File: src/rtl/sfq_pkg.sv
package sfq_pkg;

  typedef enum logic [1:0] {
    LK_CACHE = 2'b00,
    LK_FWD   = 2'b01,
    LK_WAIT  = 2'b10
  } lk_code_e;

endpackage

File: src/rtl/sfq_ptrs.sv
module sfq_ptrs #(
  parameter int DEPTH = 8
) (
  input  logic                         clk,
  input  logic                         rst_n,
  input  logic                         alloc_fire,
  input  logic                         retire_fire,
  input  logic                         flush_fire,
  input  logic [$clog2(DEPTH):0]       flush_keep,
  output logic [$clog2(DEPTH)-1:0]     head_idx,
  output logic [$clog2(DEPTH)-1:0]     tail_idx,
  output logic [$clog2(DEPTH):0]       count,
  output logic                         full,
  output logic                         empty
);
  localparam int IW = $clog2(DEPTH);
  localparam int PW = IW + 1;

  logic [PW-1:0] head_ptr, tail_ptr;

  function automatic logic [PW-1:0] ptr_step(input logic [PW-1:0] p, input logic [PW-1:0] n);
    return p + n;
  endfunction

  always_ff @(posedge clk or negedge rst_n) begin
    if (!rst_n) begin
      head_ptr <= '0;
      tail_ptr <= '0;
    end else if (flush_fire) begin
      tail_ptr <= ptr_step(head_ptr, flush_keep);
    end else begin
      if (alloc_fire)  tail_ptr <= ptr_step(tail_ptr, PW'(1));
      if (retire_fire) head_ptr <= ptr_step(head_ptr, PW'(1));
    end
  end

  assign head_idx = head_ptr[IW-1:0];
  assign tail_idx = tail_ptr[IW-1:0];
  assign count    = tail_ptr - head_ptr;
  assign empty    = (tail_ptr == head_ptr);
  assign full     = (tail_ptr[IW] != head_ptr[IW]) && (tail_idx == head_idx);

  a_r3_no_overflow: assert property (@(posedge clk) disable iff (!rst_n)
    count <= PW'(DEPTH));
  a_r3_full_empty_excl: assert property (@(posedge clk) disable iff (!rst_n)
    !(full && empty));
  a_r2_full_tail_hold: assert property (@(posedge clk) disable iff (!rst_n)
    (full && !flush_fire) |=> $stable(tail_ptr));
  a_r9_flush_count: assert property (@(posedge clk) disable iff (!rst_n)
    flush_fire |=> count == $past(flush_keep));

endmodule

File: src/rtl/sfq_entries.sv
module sfq_entries #(
  parameter int DEPTH = 8,
  parameter int AW    = 16,
  parameter int DW    = 32
) (
  input  logic                             clk,
  input  logic                             rst_n,
  input  logic                             alloc_fire,
  input  logic                             alloc_is_store,
  input  logic [$clog2(DEPTH)-1:0]         tail_idx,
  input  logic                             retire_fire,
  input  logic [$clog2(DEPTH)-1:0]         head_idx,
  input  logic                             flush_fire,
  input  logic [$clog2(DEPTH)-1:0]         flush_idx,
  input  logic                             sta_fire,
  input  logic [$clog2(DEPTH)-1:0]         sta_idx,
  input  logic [AW-1:0]                    sta_addr,
  input  logic                             std_fire,
  input  logic [$clog2(DEPTH)-1:0]         std_idx,
  input  logic [DW-1:0]                    std_data,
  output logic [DEPTH-1:0]                 valid,
  output logic [DEPTH-1:0]                 is_st,
  output logic [DEPTH-1:0]                 aok,
  output logic [DEPTH-1:0]                 dok,
  output logic [DEPTH-1:0][AW-1:0]         addr_arr,
  output logic [DEPTH-1:0][DW-1:0]         data_arr
);
  localparam int IW = $clog2(DEPTH);

  function automatic logic [IW-1:0] age_of(input logic [IW-1:0] idx, input logic [IW-1:0] hd);
    return idx - hd;
  endfunction

  logic [IW-1:0] flush_age;
  assign flush_age = age_of(flush_idx, head_idx);

  for (genvar i = 0; i < DEPTH; i++) begin : g_slot
    logic alloc_hit, retire_hit, kill_hit, sta_hit, std_hit;

    assign alloc_hit  = alloc_fire && (tail_idx == IW'(i));
    assign retire_hit = retire_fire && (head_idx == IW'(i));
    assign kill_hit   = flush_fire && (age_of(IW'(i), head_idx) >= flush_age);
    assign sta_hit    = sta_fire && (sta_idx == IW'(i)) && valid[i] && is_st[i];
    assign std_hit    = std_fire && (std_idx == IW'(i)) && valid[i] && is_st[i];

    always_ff @(posedge clk or negedge rst_n) begin
      if (!rst_n) begin
        valid[i]    <= 1'b0;
        is_st[i]    <= 1'b0;
        aok[i]      <= 1'b0;
        dok[i]      <= 1'b0;
        addr_arr[i] <= '0;
        data_arr[i] <= '0;
      end else if (kill_hit) begin
        valid[i] <= 1'b0;
        aok[i]   <= 1'b0;
        dok[i]   <= 1'b0;
      end else if (alloc_hit) begin
        valid[i] <= 1'b1;
        is_st[i] <= alloc_is_store;
        aok[i]   <= 1'b0;
        dok[i]   <= 1'b0;
      end else begin
        if (retire_hit) valid[i] <= 1'b0;
        if (sta_hit) begin
          aok[i]      <= 1'b1;
          addr_arr[i] <= sta_addr;
        end
        if (std_hit) begin
          dok[i]      <= 1'b1;
          data_arr[i] <= std_data;
        end
      end
    end

    a_r10_load_no_flags: assert property (@(posedge clk) disable iff (!rst_n)
      (valid[i] && !is_st[i]) |-> (!aok[i] && !dok[i]));
  end

endmodule

File: src/rtl/sfq_search.sv
module sfq_search
  import sfq_pkg::*;
#(
  parameter int DEPTH = 8,
  parameter int AW    = 16,
  parameter int DW    = 32
) (
  input  logic                             clk,
  input  logic                             rst_n,
  input  logic [$clog2(DEPTH)-1:0]         head_idx,
  input  logic [DEPTH-1:0]                 valid,
  input  logic [DEPTH-1:0]                 is_st,
  input  logic [DEPTH-1:0]                 aok,
  input  logic [DEPTH-1:0]                 dok,
  input  logic [DEPTH-1:0][AW-1:0]         addr_arr,
  input  logic [DEPTH-1:0][DW-1:0]         data_arr,
  input  logic                             lk_en,
  input  logic [$clog2(DEPTH)-1:0]         lk_idx,
  input  logic [AW-1:0]                    lk_addr,
  output lk_code_e                         code,
  output logic [DW-1:0]                    fwd_data
);
  localparam int IW = $clog2(DEPTH);

  function automatic logic [IW-1:0] age_of(input logic [IW-1:0] idx, input logic [IW-1:0] hd);
    return idx - hd;
  endfunction

  function automatic logic slot_match(input logic st, input logic known,
                                      input logic [AW-1:0] a, input logic [AW-1:0] want);
    return st && known && (a == want);
  endfunction

  logic          ld_ok;
  logic [IW-1:0] ld_age;
  logic          found;
  logic [IW-1:0] sel;
  logic [IW-1:0] sel_age;

  assign ld_ok  = lk_en && valid[lk_idx] && !is_st[lk_idx];
  assign ld_age = age_of(lk_idx, head_idx);

  // Scan from oldest to youngest; the last hit below the load's age wins.
  always_comb begin
    found   = 1'b0;
    sel     = '0;
    sel_age = '0;
    for (int k = 0; k < DEPTH; k++) begin
      logic [IW-1:0] kk;
      logic [IW-1:0] e;
      kk = IW'(k);
      e  = head_idx + kk;
      if (kk < ld_age && slot_match(is_st[e], aok[e], addr_arr[e], lk_addr)) begin
        found   = 1'b1;
        sel     = e;
        sel_age = kk;
      end
    end
  end

  always_comb begin
    if (!ld_ok || !found) code = LK_CACHE;
    else if (dok[sel])    code = LK_FWD;
    else                  code = LK_WAIT;
  end

  assign fwd_data = (code == LK_FWD) ? data_arr[sel] : '0;

  a_r4_sel_older: assert property (@(posedge clk) disable iff (!rst_n)
    (code != LK_CACHE) |-> (sel_age < ld_age));
  a_r6_sel_is_store: assert property (@(posedge clk) disable iff (!rst_n)
    (code != LK_CACHE) |-> (valid[sel] && is_st[sel] && addr_arr[sel] == lk_addr));
  a_r11_idle_cache: assert property (@(posedge clk) disable iff (!rst_n)
    !lk_en |-> (code == LK_CACHE && fwd_data == '0));

endmodule

File: src/rtl/store_fwd_queue.sv
module store_fwd_queue
  import sfq_pkg::*;
#(
  parameter int DEPTH = 8,
  parameter int AW    = 16,
  parameter int DW    = 32,
  localparam int IW   = $clog2(DEPTH)
) (
  input  logic          clk,
  input  logic          rst_n,
  input  logic          alloc_req,
  input  logic          alloc_is_store,
  output logic [IW-1:0] alloc_idx,
  output logic          q_full,
  output logic          q_empty,
  input  logic          sta_we,
  input  logic [IW-1:0] sta_idx,
  input  logic [AW-1:0] sta_addr,
  input  logic          std_we,
  input  logic [IW-1:0] std_idx,
  input  logic [DW-1:0] std_data,
  input  logic          lk_en,
  input  logic [IW-1:0] lk_idx,
  input  logic [AW-1:0] lk_addr,
  output logic [1:0]    lk_result,
  output logic [DW-1:0] lk_data,
  input  logic          retire_req,
  output logic          retire_ok,
  output logic          mem_wr_en,
  output logic [AW-1:0] mem_wr_addr,
  output logic [DW-1:0] mem_wr_data,
  input  logic          flush_req,
  input  logic [IW-1:0] flush_idx
);
  logic [IW-1:0]             head_idx, tail_idx;
  logic [IW:0]               count;
  logic [IW:0]               flush_keep;
  logic [DEPTH-1:0]          valid, is_st, aok, dok;
  logic [DEPTH-1:0][AW-1:0]  addr_arr;
  logic [DEPTH-1:0][DW-1:0]  data_arr;
  logic                      flush_fire, alloc_fire, retire_fire, head_ready;
  logic                      sta_fire, std_fire;
  lk_code_e                  code;

  assign flush_fire  = flush_req && valid[flush_idx];
  assign flush_keep  = {1'b0, IW'(flush_idx - head_idx)};
  assign alloc_fire  = alloc_req && !q_full && !flush_fire;
  assign head_ready  = valid[head_idx] && (!is_st[head_idx] || (aok[head_idx] && dok[head_idx]));
  assign retire_fire = retire_req && head_ready && !flush_fire;
  assign sta_fire    = sta_we && !flush_fire;
  assign std_fire    = std_we && !flush_fire;

  sfq_ptrs #(.DEPTH(DEPTH)) u_ptrs (
    .clk        (clk),
    .rst_n      (rst_n),
    .alloc_fire (alloc_fire),
    .retire_fire(retire_fire),
    .flush_fire (flush_fire),
    .flush_keep (flush_keep),
    .head_idx   (head_idx),
    .tail_idx   (tail_idx),
    .count      (count),
    .full       (q_full),
    .empty      (q_empty)
  );

  sfq_entries #(.DEPTH(DEPTH), .AW(AW), .DW(DW)) u_entries (
    .clk           (clk),
    .rst_n         (rst_n),
    .alloc_fire    (alloc_fire),
    .alloc_is_store(alloc_is_store),
    .tail_idx      (tail_idx),
    .retire_fire   (retire_fire),
    .head_idx      (head_idx),
    .flush_fire    (flush_fire),
    .flush_idx     (flush_idx),
    .sta_fire      (sta_fire),
    .sta_idx       (sta_idx),
    .sta_addr      (sta_addr),
    .std_fire      (std_fire),
    .std_idx       (std_idx),
    .std_data      (std_data),
    .valid         (valid),
    .is_st         (is_st),
    .aok           (aok),
    .dok           (dok),
    .addr_arr      (addr_arr),
    .data_arr      (data_arr)
  );

  sfq_search #(.DEPTH(DEPTH), .AW(AW), .DW(DW)) u_search (
    .clk     (clk),
    .rst_n   (rst_n),
    .head_idx(head_idx),
    .valid   (valid),
    .is_st   (is_st),
    .aok     (aok),
    .dok     (dok),
    .addr_arr(addr_arr),
    .data_arr(data_arr),
    .lk_en   (lk_en),
    .lk_idx  (lk_idx),
    .lk_addr (lk_addr),
    .code    (code),
    .fwd_data(lk_data)
  );

  assign lk_result   = code;
  assign alloc_idx   = tail_idx;
  assign retire_ok   = retire_fire;
  assign mem_wr_en   = retire_fire && is_st[head_idx];
  assign mem_wr_addr = addr_arr[head_idx];
  assign mem_wr_data = data_arr[head_idx];

  a_r8_write_advances: assert property (@(posedge clk) disable iff (!rst_n)
    mem_wr_en |=> head_idx == $past(head_idx) + IW'(1));
  a_r8_empty_no_retire: assert property (@(posedge clk) disable iff (!rst_n)
    q_empty |-> !retire_ok);
  a_r9_flush_blocks: assert property (@(posedge clk) disable iff (!rst_n)
    flush_fire |-> (!retire_ok && !mem_wr_en));

endmodule

File: config.mk
export PLATFORM = sky130hd
export DESIGN_NAME = store_fwd_queue
export DESIGN_NICKNAME = d
export VERILOG_FILES = /design/src/rtl/sfq_pkg.sv /design/src/rtl/sfq_ptrs.sv /design/src/rtl/sfq_entries.sv /design/src/rtl/sfq_search.sv /design/src/rtl/store_fwd_queue.sv
export SDC_FILE = /design/constraint.sdc
export NUM_CORES = 1
export LEC_CHECK = 0
export BUFFER_PORTS_ARGS = -buffer_cell sky130_fd_sc_hd__buf_2
export CAP_MARGIN = 40
export CORE_MARGIN = 3
export CORE_UTILIZATION = 55
export DETAILED_ROUTE_END_ITERATION = 8
export HOLD_SLACK_MARGIN = 0.15
export PLACE_DENSITY = 0.82
export SKIP_LAST_GASP = 1
export SYNTH_ARGS = -nofsm -noshare
export SYNTH_HDL_FRONTEND = slang
export SYNTH_SLANG_ARGS = --single-unit
File: constraint.sdc
create_clock -name clk -period 13.4 [get_ports clk]
set_input_delay 2.68 -clock clk [delete_from_list [all_inputs] [get_ports clk]]
set_output_delay 2.68 -clock clk [all_outputs]
set_load 0.01 [all_outputs]
**Yosys cells after proc, flatten, opt, wreduce, memory -nomap -nowiden**

Cells that the tools add are included.

- Mux-type cells: 157
- Equality and inequality tests: 40
- Add/subtract/negate cells: 20
- $lt $le $gt $ge: 27
- Bitwise gates (word level): 17
- Reductions and logical operators: 171

Operators with widths:

| kind | count |
|---|---|
| $bmux W16 S3 | 8 |
| $bmux W32 S3 | 2 |
| $eq A16 B16 Y1 | 8 |
| $mux W16 | 8 |
| $logic_and A1 B1 Y1 | 109 |
| $mux W1 | 102 |
| $mux W32 | 3 |
| $reduce_bool A3 Y1 | 24 |
| $bmux W1 S3 | 22 |
| $eq A3 B3 Y1 const B | 16 |
| $reduce_and A3 Y1 | 16 |
| $lt A3 B4 Y1 const B | 11 |
| $eq A3 B2 Y1 const B | 8 |
| $ge A3 B3 Y1 | 8 |
| $mux W3 | 8 |
| $reduce_and A2 Y1 | 9 |
| $not A1 Y1 | 17 |
| $add A3 B3 Y3 const B | 4 |
| $eq A3 B1 Y1 const B | 4 |
| $logic_not A3 Y1 | 4 |
| $lt A3 B3 Y1 const A | 4 |
| $sub A3 B3 Y3 const A | 4 |
| $add A4 B1 Y4 const B | 2 |
| $mux W4 | 2 |
| 16 further kinds | 29 |

- Register bits after elaboration: 424
- Input bits: 85
- Output and inout port bits: 89
- Logic and storage cells: 482

**Longest topological paths before layout**

- Depth in word-level cells: 19
- Gate-level depth with buffers: 25
- Gate-level depth less buffers: 16

**Hierarchy**

Synthesis repeated with hierarchy kept, for this count alone.

- Cells, all modules: 2,547
- Area total of the unflattened synthesis: 32,283.5 µm²

By module, submodules not included:

| module | instances | cells each | area an instance (µm²) | sequential area each (µm²) |
|---|---|---|---|---|
| sfq_entries | 1 | 1,039 | 16,583.4 | 10,410.0 |
| sfq_search | 1 | 1,222 | 11,461.0 | 0.0 |
| store_fwd_queue | 1 | 217 | 3,580.9 | 0.0 |
| sfq_ptrs | 1 | 69 | 658.1 | 200.2 |

**Worst setup path after synthesis**

Ideal clock, no wire load.

- Path type: input port to output port
- Start point: in lk_idx[0]
- End point: out lk_result[1]
- Data arrival time: 6,613 ps
- Stages: 17
- Required time: 10,720 ps
- Setup slack: 4,107 ps
- Buffers on the path: 2
- Cell sequence: clkbuf_1 -> inv_1 -> ha_1 -> inv_1 -> fa_1 -> xnor2_1 -> xnor2_1 -> o21ai_0 -> or4_1 -> or4_4 -> nor2b_1 -> a221oi_1 -> o32ai_1 -> mux4_1 -> mux2_4 -> buf_6 -> nor2_1

- Word-level cells in the longest chain between the ends: 15
- Elaborated cells on any way between the ends: 47
- Classes of those cells: 1 x add/sub; 8 x order compare; 24 x mux; 14 x reduce/logical

Ends and longest elaborated chain:

| what | line | text |
|---|---|---|
| from (decl) | store_fwd_queue.sv:23 | `input logic [IW-1:0] lk_idx,` |
| $sub A3 B3 Y3 | sfq_search.sv:26 | `return idx - hd;` |
| $lt A1 B3 Y1 | sfq_search.sv:53 | `if (kk < ld_age && slot_match(is_st[e], aok[e], addr_arr[e], lk_addr)) begin` |
| $logic_and A1 B1 Y1 | sfq_search.sv:53 |  |
| $mux W3 (8 in series) | sfq_search.sv:53 |  |
| $bmux W1 S3 | sfq_search.sv:63 | `else if (dok[sel]) code = LK_FWD;` |
| $mux W1 (implied by the code) | sfq_search.sv:63 |  |
| $mux W2 | sfq_search.sv:63 |  |
| $mux W2 (*) | sfq_search.sv:62 | `if (!ld_ok \|\| !found) code = LK_CACHE;` |
| to (decl) | store_fwd_queue.sv:25 | `output logic [1:0] lk_result,` |

Mark *: on every way between the ends. The rest lies on a longest branch, timed or not. The select of a mux whose other input is x is not followed.

**Worst setup path after layout**

- Start point: reg u_ptrs.head_ptr[0]
- End point: out lk_data[15]

- Word-level cells in the longest chain between the ends: 19
- Elaborated cells on any way between the ends: 122
- Classes of those cells: 8 x add/sub; 8 x order compare; 9 x eq/ne; 71 x mux; 26 x reduce/logical

Ends and longest elaborated chain:

| what | line | text |
|---|---|---|
| from (decl) | sfq_ptrs.sv:19 | `logic [PW-1:0] head_ptr, tail_ptr;` |
| from (signal assigned) | sfq_ptrs.sv:33 | `if (retire_fire) head_ptr <= ptr_step(head_ptr, PW'(1));` |
| $add A3 B1 Y3, or another cell as far along | sfq_search.sv:52 | `e = head_idx + kk;` |
| $bmux W16 S3, or another cell as far along | sfq_search.sv:53 |  |
| $mux W16 (implied by the code), or another cell as far along | sfq_search.sv:53 |  |
| $eq A16 B16 Y1 / $logic_and A1 B1 Y1 (equally long branches) | sfq_search.sv:31 | `return st && known && (a == want);` |
| $logic_and A1 B1 Y1, on equally long branches | sfq_search.sv:31, sfq_search.sv:53 |  |
| $logic_and A1 B1 Y1 / $mux W3 (equally long branches) | sfq_search.sv:53 |  |
| $mux W3 (7 in series) | sfq_search.sv:53 |  |
| $bmux W1 S3 | sfq_search.sv:63 |  |
| $mux W1 (implied by the code) | sfq_search.sv:63 |  |
| $mux W2 | sfq_search.sv:63 |  |
| $mux W2 | sfq_search.sv:62 |  |
| $eq A2 B1 Y1 | sfq_search.sv:67 | `assign fwd_data = (code == LK_FWD) ? data_arr[sel] : '0;` |
| $mux W32 (*) | sfq_search.sv:67 |  |
| to (decl) | store_fwd_queue.sv:26 | `output logic [DW-1:0] lk_data,` |

Marks and branches as above.

==> summary.md <==
| Metric | Value |
|---|---|
| Post-Syn Area | 30,510 sq um |
| Internal Power | 5178 uW |
| Hold Path Stages | 1 |
| Initial DRC Count | 2,605 |
| Critical Path End Type | output port |
| Final hold violations | 0 |
| Post-CTS Setup Bufs | 0 |
| CP bufs+invs | 5 |
| Worst min path class | flop to flop |
| Startpoint Class | flop |
| Worst-Skew Late Latency | 0.63 ns |
| Slowest stage delay, CP | 1.07 ns |
| Seq/Total Area, Yosys | approximately a third |
| Worst Path Max Fanout | approximately 130 |
| # hold bufs at CTS | 0 |
| Final Setup Violations | 0 |
| Core area | 54,350 sq um |
| Gpl congestion | 0.9926 |
| Final wirelength | 94,730 microns |
| Final nets | 2,651 |
| Top cell type's share of synthesized area | 34.77% |
| Max Fclk | between 80 and 90 MHz |
| Htree depth | 2 |
| GR Layer Usage met1 | 41.70% |
| Post-synthesis cell type count | 69 |
| WL/cell | roughly 29 microns |
| Chip height | about 240 microns |
| Syn_nets | 2,578 |
| Cell mode on critical path | mux2i_1 |
| Cell Pwr Density | 276.2 nW/um^2 |
| Tot Pwr | 9267 uW |
| Final Max Slew Viols | 0 |
| Final Non-Filler Cells | 3,309 |
| FF-to-FF Start | u_ptrs.head_ptr[0]$_DFFE_PN0P_ |
| First-pass GRT wire length | between 100,000 and 150,000 microns |
| Chip width | ~240 microns |
| Peak supply drop | between 200 and 250 uV |
| Crit share post-route | 84.01% |
| CTS sink cnt | 424 |
| EDFF count, synth | 0 |
| Family with the most delay on the worst path | buffers and inverters |
| Hold Crit Start | u_entries.dok[0]$_DFFE_PN0P_ |
| GRT busiest layer | met2 |
| Vias per cell | 6.970 |
| Sw Ratio | 44.13% |
| GRT Residual Overflow | 0 |
| Clock Path Buffers | 3 |
| Fin Setup TNS | 0 ns |
| Clock root cell | clkbuf_16 |
| Antenna viol nets, final | 0 |
| CTS tree | yes |
| RR Endpoint | u_entries.data_arr[92]$_DFFE_PN0P_ |
| I/O pin cnt | approximately 170 |
| Met2 usage | 51.97% |
| Row Count | 85 |
| # DRC | 0 |
| P_leak | approximately 0.015 uW |
| Flops & latches, synth | 424 |
| Ys flop type | dfrtp_1 |
| R2R setup slack | 6.97 ns |
| Kind of critical path | flop to output port |
| Yosys warns | 0 |
| Initial DRT Pass Iterations | 6 |
| Total number of vias | 23.06k |
| Post-CTS Resized | 0 |
| CP arrival | 8.58 ns |
| CP cell instances | clkinv_2 > ha_4 > buf_4 > clkinv_1 > mux2i_1 > xor2_1 > nand4_1 > nor3_1 > nor4bb_1 > nor4bb_1 > o41ai_4 > buf_12 > mux2i_1 > mux2i_1 > o2111a_1 > buf_2 |
| Final HPWL DP | 62,030 microns |
| Unrepaired setup endpoints after global routing | false |
| Fraction of registers with async set/reset | 100.0% |
| Starting Density | 56.15% |
| Most common cell in the netlist | dfrtp_1 |
| Comb pwr share | 56.9% |
| CTS clock-pin slew for the worst setup and hold paths | 0.06 ns |
| Rel. slew slack | 23.05% |
| Largest net degree at the start of global routing | 200 |
| Initial antenna violation count | 9 |
| Clk pwr share | 14.4% |
| PortBufs | 173 |
| Slew @ Worst Pin | 1.154 ns |
| Ratio of cells with drive above 1 in the final layout | 37.88% |
| Commonest cells post-synth | dfrtp_1, mux2_2, mux2i_1 |
| Mapped Cells | approximately 2.5k |
| Reg power frac | 28.8% |
| Status | finished clean |
| Avg Cell Area, Syn | 12.42 sq um |
| DP Cell Count | 3,220 |
| Hold path endpoint | u_entries.dok[0]$_DFFE_PN0P_ |
| M3 GR Usage | under 10% |
| Total track usage | 31.95% |
| Layout area overhead | 9.952% |
| Synth top area cells | dfrtp_1, mux4_2, mux2_2, mux2i_1, xnor2_1 |
| Vias in the first global route | 23.65k |
| Worst-case reg-to-reg path depth | 12 |
| Slowest library cell on the worst path | ha_4 |
| Skew final | 0.04908 ns |
| CTS buffer count | 47 |
| Leading area contributor after synthesis | dfrtp_1 |
| Max-Cap Viols | 0 |
| Psw | 4089 uW |
| Die ar. | 58,340 sq um |
| Crit path time final | 11.26 ns |
| WP data required | 10.72 ns |
[cell type report]
cell class,instances,area (sq um)
fill,4097,20790
multi-input combinational,1801,18880
sequential,424,10620
timing repair buffer,223,1401
clock buffer,67,1331
tap,739,924.6
clock inverter,13,242.7
inverter,33,125.1
antenna,9,22.52
[power by group through the flow]
stage	logic, uW	clock network [uW]	registers [uW]
floorplan	4000	0	2310
global placement	5020	0	2570
detailed placement	5160	0	2640
CTS	5200	1350	2630
global route	5560	1410	2750
finish	5270	1330	2660
[cell usage in the layout (no fill, tap or decap), drive strengths merged, types with 33 or more instances in the layout]
cell | Yosys | final
dfrtp | 424 | 424
mux2i | 384 | 384
a22oi | 56 | 56
clkbuf | 47 | 67
nor2 | 46 | 46
o22ai | 38 | 38
xnor2 | 79 | 79
mux2 | 423 | 423
buf | 152 | 223
nand2 | 184 | 184
mux4 | 216 | 216
xor2 | 35 | 35
ha | 33 | 33
[flip-flops by register name, indices dropped and copies added (netlist names)]
name,cells
u_entries.dok,8
u_entries.addr_arr,128
u_ptrs.head_ptr,4
u_entries.is_st,8
u_ptrs.tail_ptr,4
u_entries.valid,8
u_entries.data_arr,256
u_entries.aok,8
[worst reg2reg max path, delay by kind of cell (launching register included)]
family	cells	cell delay, ns
compound gates	3	0.61
fa+ha+maj	2	1.49
buf+inv	4	2.51
flops	1	0.86
mux	1	0.46
simple gates	2	0.39
[cell families after synthesis]
logic type / share of synthesized area, %
AO/OA/AOI/OAI: 6.241
AND/OR/NAND/NOR: 6.134
flip-flops: 34.77
XOR/XNOR: 3.272
adder cells (fa/ha/maj): 1.550
multiplexers: 44.21
buffers and inverters: 3.822
[layer usage]
metal / vias up / share of wire (%)
met3: 268 / 9.0
li1: 9584 / -
met2: 1320 / 48
met4: 4 / 4.3
met5: - / 0.027
met1: 11890 / 39
[how the worst max path moves through the flow]
stage                              startpoint            to  slack (ns)  depth (start not counted)
3_3_place_gp                        lk_idx[0]   lk_data[24]        2.93                         20
3_5_place_dp   u_ptrs.head_ptr[0]$_DFFE_PN0P_   lk_data[15]        2.96                         16
6_report       u_ptrs.head_ptr[0]$_DFFE_PN0P_   lk_data[15]        2.14                         16
5_1_grt        u_ptrs.head_ptr[0]$_DFFE_PN0P_    lk_data[8]        1.83                         16
2_1_floorplan                       lk_idx[0]  lk_result[1]        4.11                         17
4_1_cts        u_ptrs.head_ptr[0]$_DFFE_PN0P_   lk_data[15]        2.31                         16
[per-stage QoR]
step / util, % / hold slack, ns / setup WS, ns / instance area (sq um)
6_report: 61.74 / 0.5009 / 2.143 / 33550
3_5_place_dp: 58.80 / 0.4844 / 2.964 / 31950
5_1_grt: 61.72 / 0.5362 / 1.827 / 33540
4_1_cts: 61.69 / 0.5045 / 2.312 / 33530
2_1_floorplan: - / 0.4579 / 4.107 / 30510
3_3_place_gp: 58.51 / 0.4773 / 2.928 / 31800
Note: power is estimated with default switching activity, not from simulation.
